$ cat config.mk
export PLATFORM = sky130hd
export DESIGN_NAME = wt_store_path
export DESIGN_NICKNAME = d
export VERILOG_FILES = /design/src/rtl/wt_pkg.sv /design/src/rtl/wt_store_decode.sv /design/src/rtl/wt_store_buf.sv /design/src/rtl/wt_bus_mux.sv /design/src/rtl/wt_store_path.sv
export SDC_FILE = /design/constraint.sdc
export NUM_CORES = 1
export LEC_CHECK = 0
export BUFFER_PORTS_ARGS = -buffer_cell sky130_fd_sc_hd__buf_2
export CAP_MARGIN = 20
export CORE_UTILIZATION = 30
export DETAILED_ROUTE_END_ITERATION = 10
export PLACE_DENSITY_LB_ADDON = 0.3
export SETUP_SLACK_MARGIN = 0.5
export SYNTH_ARGS = -nofsm -noshare
export SYNTH_HDL_FRONTEND = slang
export SYNTH_SLANG_ARGS = --single-unit
$ cat constraint.sdc
create_clock -name clk -period 2.3 [get_ports clk]
set_clock_uncertainty 0.15 [all_clocks]
set_input_delay 0.345 -clock clk [delete_from_list [all_inputs] [get_ports clk]]
set_output_delay 0.345 -clock clk [all_outputs]
set_load 0.03 [all_outputs]
$ cat src/rtl/wt_pkg.sv
package wt_pkg;
    typedef enum logic [1:0] {
        MODE_WT       = 2'b00,
        MODE_CI_PREC  = 2'b01,
        MODE_CI_IMPR  = 2'b10,
        MODE_CI_RSVD  = 2'b11
    } st_mode_e;
endpackage

$ cat src/rtl/wt_store_decode.sv
module wt_store_decode
    import wt_pkg::*;
(
    input  logic [1:0] mode,
    input  logic       buf_en,
    output logic       cacheable,
    output logic       buffered
);
    st_mode_e m;
    always_comb begin
        m         = st_mode_e'(mode);
        cacheable = (m == MODE_WT);
        // precise and reserved codes never use the buffer
        buffered  = buf_en && ((m == MODE_WT) || (m == MODE_CI_IMPR));
    end
endmodule

$ cat src/rtl/wt_store_buf.sv
module wt_store_buf #(
    parameter int ADDR_W = 32,
    parameter int DATA_W = 32
) (
    input  logic                  clk,
    input  logic                  rst_n,
    input  logic                  push,
    input  logic                  pop,
    input  logic [ADDR_W-1:0]     in_addr,
    input  logic [DATA_W-1:0]     in_data,
    input  logic [DATA_W/8-1:0]   in_be,
    output logic                  vld,
    output logic [ADDR_W-1:0]     addr,
    output logic [DATA_W-1:0]     data,
    output logic [DATA_W/8-1:0]   be
);
    localparam int BE_W = DATA_W / 8;

    typedef struct packed {
        logic              vld;
        logic [ADDR_W-1:0] addr;
        logic [DATA_W-1:0] data;
        logic [BE_W-1:0]   be;
    } ent_t;

    ent_t ent_d, ent_q;

    always_comb begin
        ent_d = ent_q;
        if (pop) begin
            ent_d.vld = 1'b0;
        end
        if (push) begin
            ent_d.vld  = 1'b1;
            ent_d.addr = in_addr;
            ent_d.data = in_data;
            ent_d.be   = in_be;
        end
    end

    always_ff @(posedge clk or negedge rst_n) begin
        if (!rst_n) begin
            ent_q <= '0;
        end else begin
            ent_q <= ent_d;
        end
    end

    assign vld  = ent_q.vld;
    assign addr = ent_q.addr;
    assign data = ent_q.data;
    assign be   = ent_q.be;
endmodule

$ cat src/rtl/wt_bus_mux.sv
module wt_bus_mux #(
    parameter int ADDR_W = 32,
    parameter int DATA_W = 32
) (
    input  logic                  buf_vld,
    input  logic [ADDR_W-1:0]     buf_addr,
    input  logic [DATA_W-1:0]     buf_data,
    input  logic [DATA_W/8-1:0]   buf_be,
    input  logic                  direct_go,
    input  logic [ADDR_W-1:0]     st_addr,
    input  logic [DATA_W-1:0]     st_data,
    input  logic [DATA_W/8-1:0]   st_be,
    output logic                  bus_req,
    output logic [ADDR_W-1:0]     bus_addr,
    output logic [DATA_W-1:0]     bus_data,
    output logic [DATA_W/8-1:0]   bus_be
);
    always_comb begin
        // an occupied buffer entry always goes first
        bus_req = buf_vld || direct_go;
        if (buf_vld) begin
            bus_addr = buf_addr;
            bus_data = buf_data;
            bus_be   = buf_be;
        end else begin
            bus_addr = st_addr;
            bus_data = st_data;
            bus_be   = st_be;
        end
    end
endmodule

$ cat src/rtl/wt_store_path.sv
module wt_store_path #(
    parameter int ADDR_W = 32,
    parameter int DATA_W = 32
) (
    input  logic                  clk,
    input  logic                  rst_n,
    input  logic                  buf_en,
    input  logic                  inval_all,
    input  logic                  st_valid,
    input  logic [1:0]            st_mode,
    input  logic [ADDR_W-1:0]     st_addr,
    input  logic [DATA_W-1:0]     st_data,
    input  logic [DATA_W/8-1:0]   st_be,
    output logic                  st_ready,
    output logic [ADDR_W-1:0]     arr_addr,
    input  logic                  arr_hit,
    output logic                  arr_wr_en,
    output logic [DATA_W-1:0]     arr_wr_data,
    output logic [DATA_W/8-1:0]   arr_wr_be,
    output logic                  arr_inval_all,
    output logic                  bus_req,
    output logic [ADDR_W-1:0]     bus_addr,
    output logic [DATA_W-1:0]     bus_data,
    output logic [DATA_W/8-1:0]   bus_be,
    input  logic                  bus_ack
);
    localparam int BE_W = DATA_W / 8;

    logic              cacheable, buffered;
    logic              buf_vld, buf_push, buf_pop, direct_go, accept;
    logic [ADDR_W-1:0] buf_addr;
    logic [DATA_W-1:0] buf_data;
    logic [BE_W-1:0]   buf_be;

    wt_store_decode u_dec (
        .mode      (st_mode),
        .buf_en    (buf_en),
        .cacheable (cacheable),
        .buffered  (buffered)
    );

    always_comb begin
        buf_push  = st_valid && buffered && !buf_vld;
        buf_pop   = buf_vld && bus_ack;
        direct_go = st_valid && !buffered && !buf_vld;
        st_ready  = buffered ? !buf_vld : (!buf_vld && bus_ack);
        accept    = st_valid && st_ready;
    end

    wt_store_buf #(.ADDR_W(ADDR_W), .DATA_W(DATA_W)) u_buf (
        .clk     (clk),
        .rst_n   (rst_n),
        .push    (buf_push),
        .pop     (buf_pop),
        .in_addr (st_addr),
        .in_data (st_data),
        .in_be   (st_be),
        .vld     (buf_vld),
        .addr    (buf_addr),
        .data    (buf_data),
        .be      (buf_be)
    );

    wt_bus_mux #(.ADDR_W(ADDR_W), .DATA_W(DATA_W)) u_mux (
        .buf_vld   (buf_vld),
        .buf_addr  (buf_addr),
        .buf_data  (buf_data),
        .buf_be    (buf_be),
        .direct_go (direct_go),
        .st_addr   (st_addr),
        .st_data   (st_data),
        .st_be     (st_be),
        .bus_req   (bus_req),
        .bus_addr  (bus_addr),
        .bus_data  (bus_data),
        .bus_be    (bus_be)
    );

    // word update on hit; no allocation on miss; inhibited never touches
    always_comb begin
        arr_addr      = st_addr;
        arr_wr_data   = st_data;
        arr_wr_be     = st_be;
        arr_inval_all = inval_all;
        arr_wr_en     = accept && cacheable && arr_hit && !inval_all;
    end
endmodule

Yosys cells after proc, flatten, opt, wreduce, memory -nomap -nowiden:

Index checks and enable logic that the tools add are counted.

* output and inout bits: 140
* input bits: 77
* register bits: 69
* word-level logic and storage cells: 29

* muxes and demuxes: 6
* reductions and logical operators: 18
* equality and inequality tests: 1

Operator list (count)
* 2-to-1 mux 69 bit: 1
* 2-to-1 mux 32 bit: 2
* logical AND 1 bit: 11
* 2-to-1 mux 4 bit: 1
* zero test 1 bit: 3
* equality test 2 bit, second input constant: 1
* zero test 2 bit: 1
* logical OR 1 bit: 2
* 2-to-1 mux 1 bit: 2
* nonzero test 2 bit: 1

Logic depth before layout (Yosys ltp):

* word-level depth: 8
* gate-level depth with buffers: 6

Cells and area by module:

Synthesis repeated with hierarchy kept, for this count alone.

* cell total of the unflattened synthesis: 302
* area, all modules: 4038.9 um^2

By module, submodules not included
* wt_store_buf: area an instance 2596.2 um^2, seq. area each 1726.7 um^2, instances 1, cells each 147
* wt_bus_mux: area an instance 864.6 um^2, seq. area each 0.0 um^2, instances 1, cells each 77
* wt_store_path: area an instance 568.0 um^2, seq. area each 0.0 um^2, instances 1, cells each 76
* wt_store_decode: area an instance 10.0 um^2, seq. area each 0.0 um^2, instances 1, cells each 2

Least setup slack after synthesis:

OpenSTA, ideal clock, no wires.

* path type: register to output
* start point: reg u_buf.ent_q (netlist bit u_buf.vld)
* end point: out arr_wr_en
* path buffers: 2
* arrival time: 2199 ps
* cell stages (with the launch flop): 4
* required time: 1805 ps
* setup slack: -394 ps
* path through: dfrtp_1 -> buf_6 -> clkbuf_1 -> a2111oi_0

* longest elaborated chain between the ends: 7

Ends and longest elaborated chain
* from (decl): line wt_store_buf.sv:26 `ent_t ent_d, ent_q;`
* from (signal assigned): line wt_store_buf.sv:45 `ent_q <= ent_d;`
* zero test 1 bit (*): line wt_store_path.sv:46 `st_ready = buffered ? !buf_vld : (!buf_vld && bus_ack);`
* logical AND 1 bit: line wt_store_path.sv:46
* 2-to-1 mux 1 bit (*): line wt_store_path.sv:46
* logical AND 1 bit (*): line wt_store_path.sv:47 `accept = st_valid && st_ready;`
* logical AND 1 bit (*) (3 in series): line wt_store_path.sv:85 `arr_wr_en = accept && cacheable && arr_hit && !inval_all;`
* to (decl): line wt_store_path.sv:17 `output logic arr_wr_en,`

Mark *: on every way between the ends. The rest lies on a longest branch, timed or not.

Worst setup path after layout:

* start point: reg u_buf.ent_q (netlist bit u_buf.vld)
* end point: out bus_data[0]

* longest elaborated chain between the ends: 1

Ends and longest elaborated chain
* 2-to-1 mux 32 bit: line wt_bus_mux.sv:21 `if (buf_vld) begin`
* to (decl): line wt_store_path.sv:23 `output logic [DATA_W-1:0] bus_data,`

No other way between the ends.

==> impl_metrics.json <==
{
  "path_clk_slew_ps": 60,
  "worst-path-max-fanout": 14,
  "drt-vias-per-instance": 4.48,
  "cp-end-kind": "output port",
  "slew_violations": 0,
  "multiInputGateArea_sq_um": 1970,
  "fp.dieH_um": 117,
  "setup_viol": 0,
  "powerDensity_nw_per_um2": 760,
  "drc": 0,
  "ir_drop_mv": 0.342,
  "hold_violations": 0,
  "synth.distinct_cells": 15,
  "grt_pass1_vias": 2689,
  "r2r_start": "u_buf.vld",
  "yosys.area.top_type": "dfrtp_1",
  "routedWlPerCell_um": 16.2,
  "r2r_slack_ps": 320,
  "clockPowerShare_pct": 27.3,
  "synth_top_area_share_pct": 43.7,
  "h-tree-depth": 3,
  "port_buffers": 216,
  "instances_no_fill": 648,
  "cp-startpoint": "u_buf.vld",
  "drt-initial-drc-count": 40,
  "hold_path.class": "in -> reg",
  "vias": 2904,
  "io_pins": 217,
  "synthesis.yosys.warnings": 0,
  "layout.nets": 549,
  "dpl.cell_count": 606,
  "drtPass1Iterations": 3,
  "cp_slowest_cell": "dfrtp_2",
  "ys_seq_elements": 69,
  "syn_nets": 375,
  "antenna_left": 0,
  "syn-cell-area_sq_um": 3950,
  "dp_hpwl_um": 5590,
  "grt_pass1_wl_um": 13500,
  "switching_power_mw": 1.48,
  "cts-root-buf": "clkbuf_16",
  "rows": 41,
  "crit_arrival_ps": 1570,
  "die_width_um": 117,
  "clock_latency_ps": 320,
  "antenna_found_initial": 0,
  "core-area_sq_um": 12700,
  "cts_buffer_depth": 2,
  "slowest_delay_ps": 410,
  "place_congestion": 0.688,
  "clock_sinks": 69,
  "grt_start_max_net_pins": 70,
  "leakagePower_nw": 3.04,
  "rr_endpoint": "u_buf.addr[17]",
  "drv_cap": 0,
  "fill_cells": 1146,
  "n_antenna_cell": 0,
  "crit_end": "bus_data[0]",
  "seqCellArea_sq_um": 1730,
  "grt_use_total_pct": 13.1,
  "cts_tree": "done",
  "crit_type": "reg -> out",
  "seq_power_share_pct": 34.8,
  "overflow": 0,
  "avgSynthCellArea_sq_um": 13.3,
  "worstPathRequired_ps": 1800,
  "synthCells": 298,
  "reg2regPathDepth": 6,
  "switching_share_pct": 31.6,
  "wl_um": 10500,
  "numCtsBuffers": 9,
  "die-area_sq_um": 13600,
  "fin_crit_ps": 2070,
  "syn_to_final_growth_pct": 56.5,
  "netlist_top_cells_area": "dfrtp_1 (44%), mux2_2 (36%), buf_4 (14%)",
  "fmax_ghz": 0.484,
  "status": "completed",
  "layout-drive-gt1-share_pct": 84.0,
  "fin_tns_setup_ps": 0,
  "comb_power_share_pct": 37.8,
  "ys_seq_area_share_pct": 43.7,
  "slew_headroom_pct": 73.5,
  "internal_power_mw": 3.21,
  "final_min_period_over_clock_period_pct": 89.8,
  "worst_pin_slew_ps": 397,
  "rsz0062_at_grt": "true",
  "start_util_pct": 31.0,
  "path_cells": "buf_6 -> buf_12 -> mux2_2 -> clkbuf_4",
  "start_kind": "flip-flop"
}
-- cells in the mapped netlist, drive strengths merged --
cell type  count
nand2b         1
dfrtp         69
mux2         136
nor4bb         1
a2111oi        1
nand4bb        1
clkbuf         6
buf           79
inv            1
a21oi          1
a21o           2
-- per-stage QoR --
stage	util (%)	total power [mW]	cell area [sq um]	setup WS, ps	hold WS, ps
after floorplan	-	2.64	3970	545	-101
after global placement	37.1	2.90	4720	369	247
after detailed placement	37.1	2.93	4720	345	263
after CTS	42.1	4.35	5350	220	99.8
after global routing	48.6	4.94	6180	178	129
final	48.6	4.70	6180	235	124
-- worst min-delay path by stage --
| stage | start | end | cells past startpoint |
|---|---|---|---|
| 6_report | st_data[3] | u_buf.data[3] | 2 |
| 5_1_grt | st_addr[31] | u_buf.addr[31] | 2 |
| 4_1_cts | st_data[3] | u_buf.data[3] | 2 |
| 3_5_place_dp | rst_n | u_buf.addr[6] | 2 |
| 3_3_place_gp | rst_n | u_buf.addr[7] | 2 |
| 2_1_floorplan | rst_n | u_buf.addr[0] | 0 |
-- critical path, delay by kind of cell (launching register included) --
family | cells | cell delay [ps]
multiplexers | 1 | 350
buffers and inverters | 3 | 460
flip-flops | 1 | 410
-- power groups by stage --
stage	Clock (mW)	Sequential [mW]	Combinational, mW
finish	1.28	1.64	1.78
global route	1.37	1.67	1.89
CTS	1.33	1.62	1.41
detailed placement	0	1.63	1.30
global placement	0	1.62	1.28
floorplan	0	1.59	1.05
-- area by class of cell --
type / count / share of cell area [%]
clock inverters: 2 / 0.162
clock buffers: 13 / 4.21
multi-input cells: 143 / 31.9
well taps: 172 / 3.48
repair buffers: 248 / 32.2
inverters: 1 / 0.0607
flip-flops and latches: 69 / 28.0
-- state kept, by name, indices dropped and copies added (netlist names) --
register and count:
u_buf.addr 32, u_buf.data 32, u_buf.be 4, u_buf.vld 1
-- placed cells by master, fill, tap and decap left out, types with 2 or more instances in the layout --
cell type / instances
clkbuf_16: 15
buf_4: 13
buf_12: 9
dfrtp_1: 68
buf_2: 164
buf_16: 8
mux2_4: 90
clkinv_2: 2
buf_6: 39
clkbuf_4: 6
clkbuf_1: 2
buf_8: 2
clkbuf_8: 2
mux2_2: 46
a21o_1: 2
-- metal layers --
metal	GRT usage, %	vias up	wire, um
met2	23.3	128	5160
li1	-	1334	-
met1	15.5	1432	4690
met5	0	-	0
met4	4.30	0	105
met3	3.27	10	542
-- kinds of logic (layout without fill, tap and decap cells) --
family          count (synthesis)  in the layout  share of synthesized area, %
mux                           136            136                          38.8
buf+inv                        86            264                          16.1
compound gates                  4              4                         0.729
simple gates                    3              3                         0.697
flops                          69             69                          43.7
-- what timing repair did --
action | 4_1_cts | 5_1_grt
gates cloned | 7 | 9
pin swaps | 1 | 1
setup buffers | 7 | 3
gates resized for setup | 26 | 218
endpoints found under the hold margin | 69 | 0
hold buffers | 1 | 0
setup endpoints to repair | 99 | 139
(Power assumes the default switching activity.)
